==> config.mk <==
export PLATFORM = sky130hd
export DESIGN_NAME = cart_bank_regs
export DESIGN_NICKNAME = d
export VERILOG_FILES = /design/src/rtl/cbr_pkg.sv /design/src/rtl/cbr_addr_decode.sv /design/src/rtl/cbr_conv_regs.sv /design/src/rtl/cbr_ext_windows.sv /design/src/rtl/cart_bank_regs.sv
export SDC_FILE = /design/constraint.sdc
export NUM_CORES = 1
export LEC_CHECK = 0
export ABC_AREA = 1
export BUFFER_PORTS_ARGS = -buffer_cell sky130_fd_sc_hd__buf_2
export CAP_MARGIN = 20
export CORE_MARGIN = 2
export CORE_UTILIZATION = 45
export CTS_CLUSTER_DIAMETER = 150
export DETAILED_ROUTE_END_ITERATION = 7
export PLACE_DENSITY_LB_ADDON = 0.12
export REMOVE_ABC_BUFFERS = 1
export SYNTH_ARGS = -nofsm -noshare
export SYNTH_HDL_FRONTEND = slang
export SYNTH_SLANG_ARGS = --single-unit
export TNS_END_PERCENT = 1
==> constraint.sdc <==
create_clock -name clk -period 1.8 [get_ports clk]
set_clock_uncertainty 0.05 [all_clocks]
set_input_delay 0.27 -clock clk [delete_from_list [all_inputs] [get_ports clk]]
set_output_delay 0.27 -clock clk [all_outputs]
set_load 0.02 [all_outputs]
==> src/rtl/cbr_pkg.sv <==
`timescale 1ns/1ps
package cbr_pkg;
  localparam int CPU_AW      = 16;
  localparam int CPU_DW      = 8;
  localparam int IDX_W       = 5;
  localparam int NUM_PRG_WIN = 4;
  localparam int PRG_BANK_W  = 4;
  localparam int NUM_CHR_WIN = 8;
  localparam int CHR_BANK_W  = 7;
  localparam int PEND_W      = 3;
  localparam int OUTER_W     = 2;
  localparam int NUM_CONV    = 8;
  localparam int PRG_SLOT_W  = $clog2(NUM_PRG_WIN);
  localparam int CHR_SLOT_W  = $clog2(NUM_CHR_WIN);

  localparam logic [CPU_AW-1:0] CTL_MASK   = 16'hE001;
  localparam logic [CPU_AW-1:0] CTL_MATCH  = 16'h8000;
  localparam logic [CPU_AW-1:0] MODE_MASK  = 16'hE003;
  localparam logic [CPU_AW-1:0] MODE_MATCH = 16'h8002;
  localparam logic [CPU_AW-1:0] DAT_MATCH  = 16'h8001;
  localparam logic [CPU_AW-1:0] OUT_MASK   = 16'h5003;
  localparam logic [CPU_AW-1:0] OUT_LO     = 16'h5002;
  localparam logic [CPU_AW-1:0] OUT_HI     = 16'h5003;

  typedef enum logic [2:0] {
    XK_NONE,
    XK_PRG,
    XK_PEND,
    XK_CHR_LO,
    XK_CHR_HI
  } xkind_t;

  function automatic xkind_t classify(input logic [IDX_W-1:0] idx);
    xkind_t k;
    if (idx[4:3] == 2'b00) begin
      if (idx[2:0] >= 3'd3 && idx[2:0] <= 3'd6) k = XK_PRG;
      else                                      k = XK_NONE;
    end else if (!idx[0]) begin
      k = XK_PEND;
    end else if (!idx[4]) begin
      k = XK_CHR_LO;
    end else begin
      k = XK_CHR_HI;
    end
    return k;
  endfunction

  function automatic logic [PRG_BANK_W-1:0] flip4(input logic [PRG_BANK_W-1:0] v);
    return {v[0], v[1], v[2], v[3]};
  endfunction
endpackage

==> src/rtl/cbr_addr_decode.sv <==
`timescale 1ns/1ps
module cbr_addr_decode
  import cbr_pkg::*;
(
  input  logic              wr_valid,
  input  logic [CPU_AW-1:0] wr_addr,
  output logic              sel_ctl,
  output logic              sel_dat,
  output logic              sel_out_lo,
  output logic              sel_out_hi
);
  logic hit_ctl, hit_mode;

  always_comb begin
    hit_ctl    = (wr_addr & CTL_MASK)  == CTL_MATCH;
    hit_mode   = (wr_addr & MODE_MASK) == MODE_MATCH;
    sel_ctl    = wr_valid && (hit_ctl || hit_mode);
    sel_dat    = wr_valid && ((wr_addr & CTL_MASK) == DAT_MATCH);
    sel_out_lo = wr_valid && ((wr_addr & OUT_MASK) == OUT_LO);
    sel_out_hi = wr_valid && ((wr_addr & OUT_MASK) == OUT_HI);
  end
endmodule

==> src/rtl/cbr_conv_regs.sv <==
`timescale 1ns/1ps
module cbr_conv_regs
  import cbr_pkg::*;
#(
  parameter int REGION_KIB = 128
) (
  input  logic                       clk,
  input  logic                       rst_n,
  input  logic                       wr_en,
  input  logic [2:0]                 sel,
  input  logic [CPU_DW-1:0]          data,
  output logic [NUM_CONV*CPU_DW-1:0] regs_flat
);
  localparam logic [CPU_DW-1:0] CHR_MASK = CPU_DW'((1 << $clog2(REGION_KIB)) - 1);
  localparam logic [CPU_DW-1:0] PRG_MASK = CPU_DW'((REGION_KIB / 8) - 1);

  for (genvar g = 0; g < NUM_CONV; g++) begin : g_reg
    localparam logic [CPU_DW-1:0] KEEP = (g >= 6) ? PRG_MASK : CHR_MASK;
    logic [CPU_DW-1:0] q;
    always_ff @(posedge clk or negedge rst_n) begin
      if (!rst_n)                            q <= '0;
      else if (wr_en && sel == 3'(g))        q <= data & KEEP;
    end
    assign regs_flat[g*CPU_DW +: CPU_DW] = q;
  end


  conv_idle_chk: assert property (@(posedge clk) disable iff (!rst_n)
    !wr_en |=> $stable(regs_flat));
endmodule

==> src/rtl/cbr_ext_windows.sv <==
`timescale 1ns/1ps
module cbr_ext_windows
  import cbr_pkg::*;
(
  input  logic                              clk,
  input  logic                              rst_n,
  input  logic                              wr_en,
  input  logic [IDX_W-1:0]                  idx,
  input  logic [CPU_DW-1:0]                 data,
  output logic [NUM_PRG_WIN*PRG_BANK_W-1:0] prg_flat,
  output logic [NUM_CHR_WIN*CHR_BANK_W-1:0] chr_flat
);
  xkind_t                kind;
  logic [PRG_SLOT_W-1:0] prg_slot;
  logic [CHR_SLOT_W-1:0] chr_slot;
  logic [CHR_BANK_W-1:0] chr_val;
  logic [PRG_BANK_W-1:0] prg_val;
  logic [PEND_W-1:0]     pend_q;
  logic                  idx_or;

  always_comb begin
    kind     = classify(idx);
    prg_slot = PRG_SLOT_W'(3'd6 - idx[2:0]);
    prg_val  = flip4(data[5:2]);
    if (kind == XK_CHR_LO) chr_slot = {1'b0, idx[2:1]};
    else                   chr_slot = {1'b1, idx[3:2]};
    idx_or   = (kind == XK_CHR_LO) ? idx[1] : 1'b0;
    chr_val  = data[7:1] | {pend_q, 4'b0000} | {{(CHR_BANK_W-1){1'b0}}, idx_or};
  end

  always_ff @(posedge clk or negedge rst_n) begin
    if (!rst_n)                          pend_q <= '0;
    else if (wr_en && kind == XK_PEND)   pend_q <= data[PEND_W-1:0];
  end

  for (genvar p = 0; p < NUM_PRG_WIN; p++) begin : g_prg
    logic [PRG_BANK_W-1:0] q;
    always_ff @(posedge clk or negedge rst_n) begin
      if (!rst_n)                                                  q <= '0;
      else if (wr_en && kind == XK_PRG && prg_slot == PRG_SLOT_W'(p)) q <= prg_val;
    end
    assign prg_flat[p*PRG_BANK_W +: PRG_BANK_W] = q;
  end

  for (genvar c = 0; c < NUM_CHR_WIN; c++) begin : g_chr
    logic [CHR_BANK_W-1:0] q;
    always_ff @(posedge clk or negedge rst_n) begin
      if (!rst_n) q <= '0;
      else if (wr_en && (kind == XK_CHR_LO || kind == XK_CHR_HI) &&
               chr_slot == CHR_SLOT_W'(c)) q <= chr_val;
    end
    assign chr_flat[c*CHR_BANK_W +: CHR_BANK_W] = q;
  end


  prg_spares_chr_chk: assert property (@(posedge clk) disable iff (!rst_n)
    (wr_en && kind == XK_PRG) |=> $stable(chr_flat));

  pend_spares_windows_chk: assert property (@(posedge clk) disable iff (!rst_n)
    (wr_en && kind == XK_PEND) |=> ($stable(chr_flat) && $stable(prg_flat)));

  unused_index_chk: assert property (@(posedge clk) disable iff (!rst_n)
    (!wr_en || kind == XK_NONE) |=> ($stable(chr_flat) && $stable(prg_flat)));

  chr_spares_prg_chk: assert property (@(posedge clk) disable iff (!rst_n)
    (wr_en && (kind == XK_CHR_LO || kind == XK_CHR_HI)) |=> $stable(prg_flat));
endmodule

==> src/rtl/cart_bank_regs.sv <==
`timescale 1ns/1ps
module cart_bank_regs
  import cbr_pkg::*;
#(
  parameter int REGION_KIB = 128
) (
  input  logic                              clk,
  input  logic                              rst_n,
  input  logic                              wr_valid,
  output logic                              wr_ready,
  input  logic [CPU_AW-1:0]                 wr_addr,
  input  logic [CPU_DW-1:0]                 wr_data,
  output logic                              ext_mode,
  output logic                              prg_inv,
  output logic                              chr_inv,
  output logic [OUTER_W-1:0]                outer_bank,
  output logic [NUM_CONV*CPU_DW-1:0]        conv_regs,
  output logic [NUM_PRG_WIN*PRG_BANK_W-1:0] ext_prg,
  output logic [NUM_CHR_WIN*CHR_BANK_W-1:0] ext_chr
);
  logic             sel_ctl, sel_dat, sel_out_lo, sel_out_hi;
  logic [IDX_W-1:0] idx_q;

  assign wr_ready = 1'b1;

  cbr_addr_decode u_dec (
    .wr_valid   (wr_valid),
    .wr_addr    (wr_addr),
    .sel_ctl    (sel_ctl),
    .sel_dat    (sel_dat),
    .sel_out_lo (sel_out_lo),
    .sel_out_hi (sel_out_hi)
  );

  always_ff @(posedge clk or negedge rst_n) begin
    if (!rst_n) begin
      idx_q    <= '0;
      ext_mode <= 1'b0;
      prg_inv  <= 1'b0;
      chr_inv  <= 1'b0;
    end else if (sel_ctl) begin
      idx_q    <= wr_data[IDX_W-1:0];
      ext_mode <= wr_data[5];
      prg_inv  <= wr_data[6];
      chr_inv  <= wr_data[7];
    end
  end

  always_ff @(posedge clk or negedge rst_n) begin
    if (!rst_n) begin
      outer_bank <= '1;
    end else begin
      if (sel_out_lo) outer_bank[0] <= wr_data[0];
      if (sel_out_hi) outer_bank[1] <= wr_data[5];
    end
  end

  cbr_conv_regs #(.REGION_KIB(REGION_KIB)) u_conv (
    .clk       (clk),
    .rst_n     (rst_n),
    .wr_en     (sel_dat && !ext_mode),
    .sel       (idx_q[2:0]),
    .data      (wr_data),
    .regs_flat (conv_regs)
  );

  cbr_ext_windows u_ext (
    .clk      (clk),
    .rst_n    (rst_n),
    .wr_en    (sel_dat && ext_mode),
    .idx      (idx_q),
    .data     (wr_data),
    .prg_flat (ext_prg),
    .chr_flat (ext_chr)
  );


  decode_exclusive_chk: assert property (@(posedge clk) disable iff (!rst_n)
    $onehot0({sel_ctl, sel_dat, sel_out_lo, sel_out_hi}));

  mode_from_ctl_chk: assert property (@(posedge clk) disable iff (!rst_n)
    sel_ctl |=> (ext_mode == $past(wr_data[5]) && chr_inv == $past(wr_data[7])));

  outer_hi_chk: assert property (@(posedge clk) disable iff (!rst_n)
    sel_out_hi |=> (outer_bank[1] == $past(wr_data[5])));

  ext_spares_conv_chk: assert property (@(posedge clk) disable iff (!rst_n)
    (sel_dat && ext_mode) |=> $stable(conv_regs));

  idle_no_change_chk: assert property (@(posedge clk) disable iff (!rst_n)
    !wr_valid |=> $stable({ext_mode, prg_inv, chr_inv, outer_bank, conv_regs, ext_prg, ext_chr}));
endmodule

==> results.cfg <==
[floorplan]
num_rows = 40
core_area_um2 = 12100
initial_utilization_pct = 46.3
fp.dieH_um = 115
io_pins = 169
die_x_um = 115
die_area_um2 = 13300

[synth]
netlist_top_cells_area = dfrtp_1, nand2_1, nand3_1, o21ai_0, buf_4
avgSynthCellArea_um2 = 8.98
synthTopCellsByCount = nand2_1, dfrtp_1, nand3_1
ys_types = 23
syn-instance-count = 622
seq_area_frac_synth_pct = 60.5
synthFlopType = dfrtp_1
synth_seq_cells = 135
yosys.cell_count.top_type = nand2_1
synth_top_area_share_pct = 59.6
synth_edf_count = 0
yosysWarningCount = 0
synth_top_cell_by_area = dfrtp_1
async_flop_share_pct = 100
synthesis.area_um2 = 5590

[layout]
fin_nets = 811
drive_gt1_share_pct = 27.2
regArea_um2 = 3380
fin_cells = 965
multi_input_area_um2 = 1880
syn2layout_area_growth_pct = 27.9
fillers = 1108
diodes = 0

[critical_path]
worstPathRequired_ps = 2040
crit_chain = inv_1 > nand3_2 > nand2_1 > nand2_1 > nor2_4 > nand2_1 > nand2_1 > nand2_1
slowest_stage = dfrtp_1
critical_path_class = reg2reg
cp_common_cell = nand2_1
worstPathMaxFanout = 10
critPathCaptureType = register
cp-start-kind = register
ff2ff_setup_slack_ps = 130
critical-path-max-stage-delay_ps = 410
worst-r2r-cell-count = 8
arrival_ps = 1910

[timing]
final_hold_viol_count = 0
slew_violations = 0
final.min_clock_period_ps = 1670
setup_viol = 0
period_share_pct = 92.6
rsz0062_at_grt = yes
max_freq_mhz = 600

[placement]
place_inst = 925
dp_hpwl_mm = 9.82
gp_congestion = 0.800
portBuffers = 143

[pwr]
ir_drop_v = 0.000699
seq_power_share_pct = 43.6
intPower_mw = 5.63
p_per_area_nw_per_um2 = 1090
p_total_mw = 7.76
power.share.clock_pct = 40.9
swShare_pct = 27.5
power.switching_mw = 2.13
power_leakage_nw = 4.10
pwr-share-comb_pct = 15.5

[detailed_routing]
drc = 0
viasPerCell = 4.84
wl_per_cell_um = 14.6
route.vias.total = 4675
dr.pass1.iters = 7
drtIter0Drc = 398
ant_nets = 0
drt-total-wl_mm = 14.1

[cts]
cts.clk_slew.worst_paths_ps = 50
cts_tree = done
clock_sinks = 135
numCtsBuffers = 17
clockBufferDepth = 2
clock_latency_ps = 400
clock-root-buffer = clkbuf_16
h-tree-depth = 4

[job]
max_cap_viol_count = 0

[outcome]
status = complete, no violations

[global_routing]
grt_pass1_vias = 4351
grt_pass1_wl_mm = 22.6
antenna_found_initial = 0
overflow = 0
track_usage_pct = 22.3
grt_max_degree = 55

[min_path]
min_path_cells = 3
min_path_type = in2reg
layout by cell type, fill, tap and decap left out:
cell type / n
nand3b_1: 1
bufinv_16: 1
nand4_1: 24
inv_1: 29
dfstp_2: 2
nand3_2: 1
nor3_2: 1
nor2_1: 16
buf_4: 26
o21ai_1: 11
dfrtp_1: 131
clkbuf_8: 3
a21oi_1: 1
nand3_1: 62
nor2_4: 3
dlygate4sd3_1: 1
clkbuf_1: 8
clkinv_2: 3
or2_2: 3
clkbuf_16: 17
buf_12: 5
conb_1: 15
buf_2: 142
o21ai_0: 48
nor2_2: 7
nand2_1: 233
dfrtp_2: 2
o21ai_2: 1
final timing paths:
kind / startpoint / endpoint
max: idx_q[4]$_DFFE_PN0P_ / u_ext.g_chr[0].q[4]$_DFFE_PN0P_
max reg2reg: idx_q[4]$_DFFE_PN0P_ / u_ext.g_chr[0].q[4]$_DFFE_PN0P_
min: wr_data[1] / u_conv.g_reg[7].q[1]$_DFFE_PN0P_
max in group asynchronous: rst_n / idx_q[0]$_DFFE_PN0P_
min reg2reg: u_ext.g_chr[0].q[0]$_DFFE_PN0P_ / u_ext.g_chr[0].q[0]$_DFFE_PN0P_
min in group asynchronous: rst_n / u_ext.g_chr[4].q[0]$_DFFE_PN0P_
per-stage QoR:
stage	cell area (µm²)	hold WS, ps	util (%)	setup WS, ps	TNS (ps)
after CTS	7090	71.0	58.8	15.2	0
final	7140	88.7	59.2	133	0
after global placement	6540	186	54.2	65.9	0
after floorplan	5370	-75.6	-	-214	-9220
after detailed placement	6540	191	54.2	24.1	0
after global routing	7140	71.8	59.2	-34.2	-276
cell families after synthesis:
logic type	Yosys count	synth area share (%)
AND/OR/NAND/NOR	351	27.2
flip-flops	135	60.5
buffers and inverters	73	6.65
AO/OA/AOI/OAI	61	5.53
other	2	0.134
final cells by class:
type,count,area share (%)
clock buffers,28,6.95
clock inverters,4,0.630
inverters,29,1.52
multi-input cells,427,26.4
flip-flops and latches,135,47.4
well taps,168,2.94
repair buffers,174,14.2
metal layers:
layer / track usage (%) / vias up / share of wire, %
li1: - / 2311 / -
met1: 29.8 / 2194 / 44
met2: 35.1 / 162 / 48
met3: 6.59 / 8 / 6.9
met4: 7.31 / 0 / 0.62
met5: 0 / - / 0
critical path, delay by kind of cell (launching register included):
kind | cells | cell delay, ps
flip-flops | 1 | 410
AND/OR/NAND/NOR | 7 | 970
buffers and inverters | 1 | 140
what timing repair did:
item,4_1_cts,5_1_grt
hold buffers,1,0
hold endpoints to repair,28,0
resized for setup,0,2
endpoints found under the setup margin,0,43
buffers inserted,0,7
state kept, by name (all words and copies together) (netlist names):
register       count
ext_mode           1
u_ext.g_prg.q     16
u_ext.pend_q       3
prg_inv            1
idx_q              5
chr_inv            1
u_conv.g.q        50
u_ext.g_chr.q     56
outer_bank         2
power by group through the flow:
stage          combinational, mW  sequential, mW  clock [mW]
2_1_floorplan              0.446            3.62           0
3_3_place_gp                1.13            3.42           0
3_5_place_dp                1.15            3.43           0
4_1_cts                     1.15            3.38        3.24
5_1_grt                     1.34            3.41        3.39
6_report                    1.20            3.39        3.18
Power figures use the tool's default switching activity.
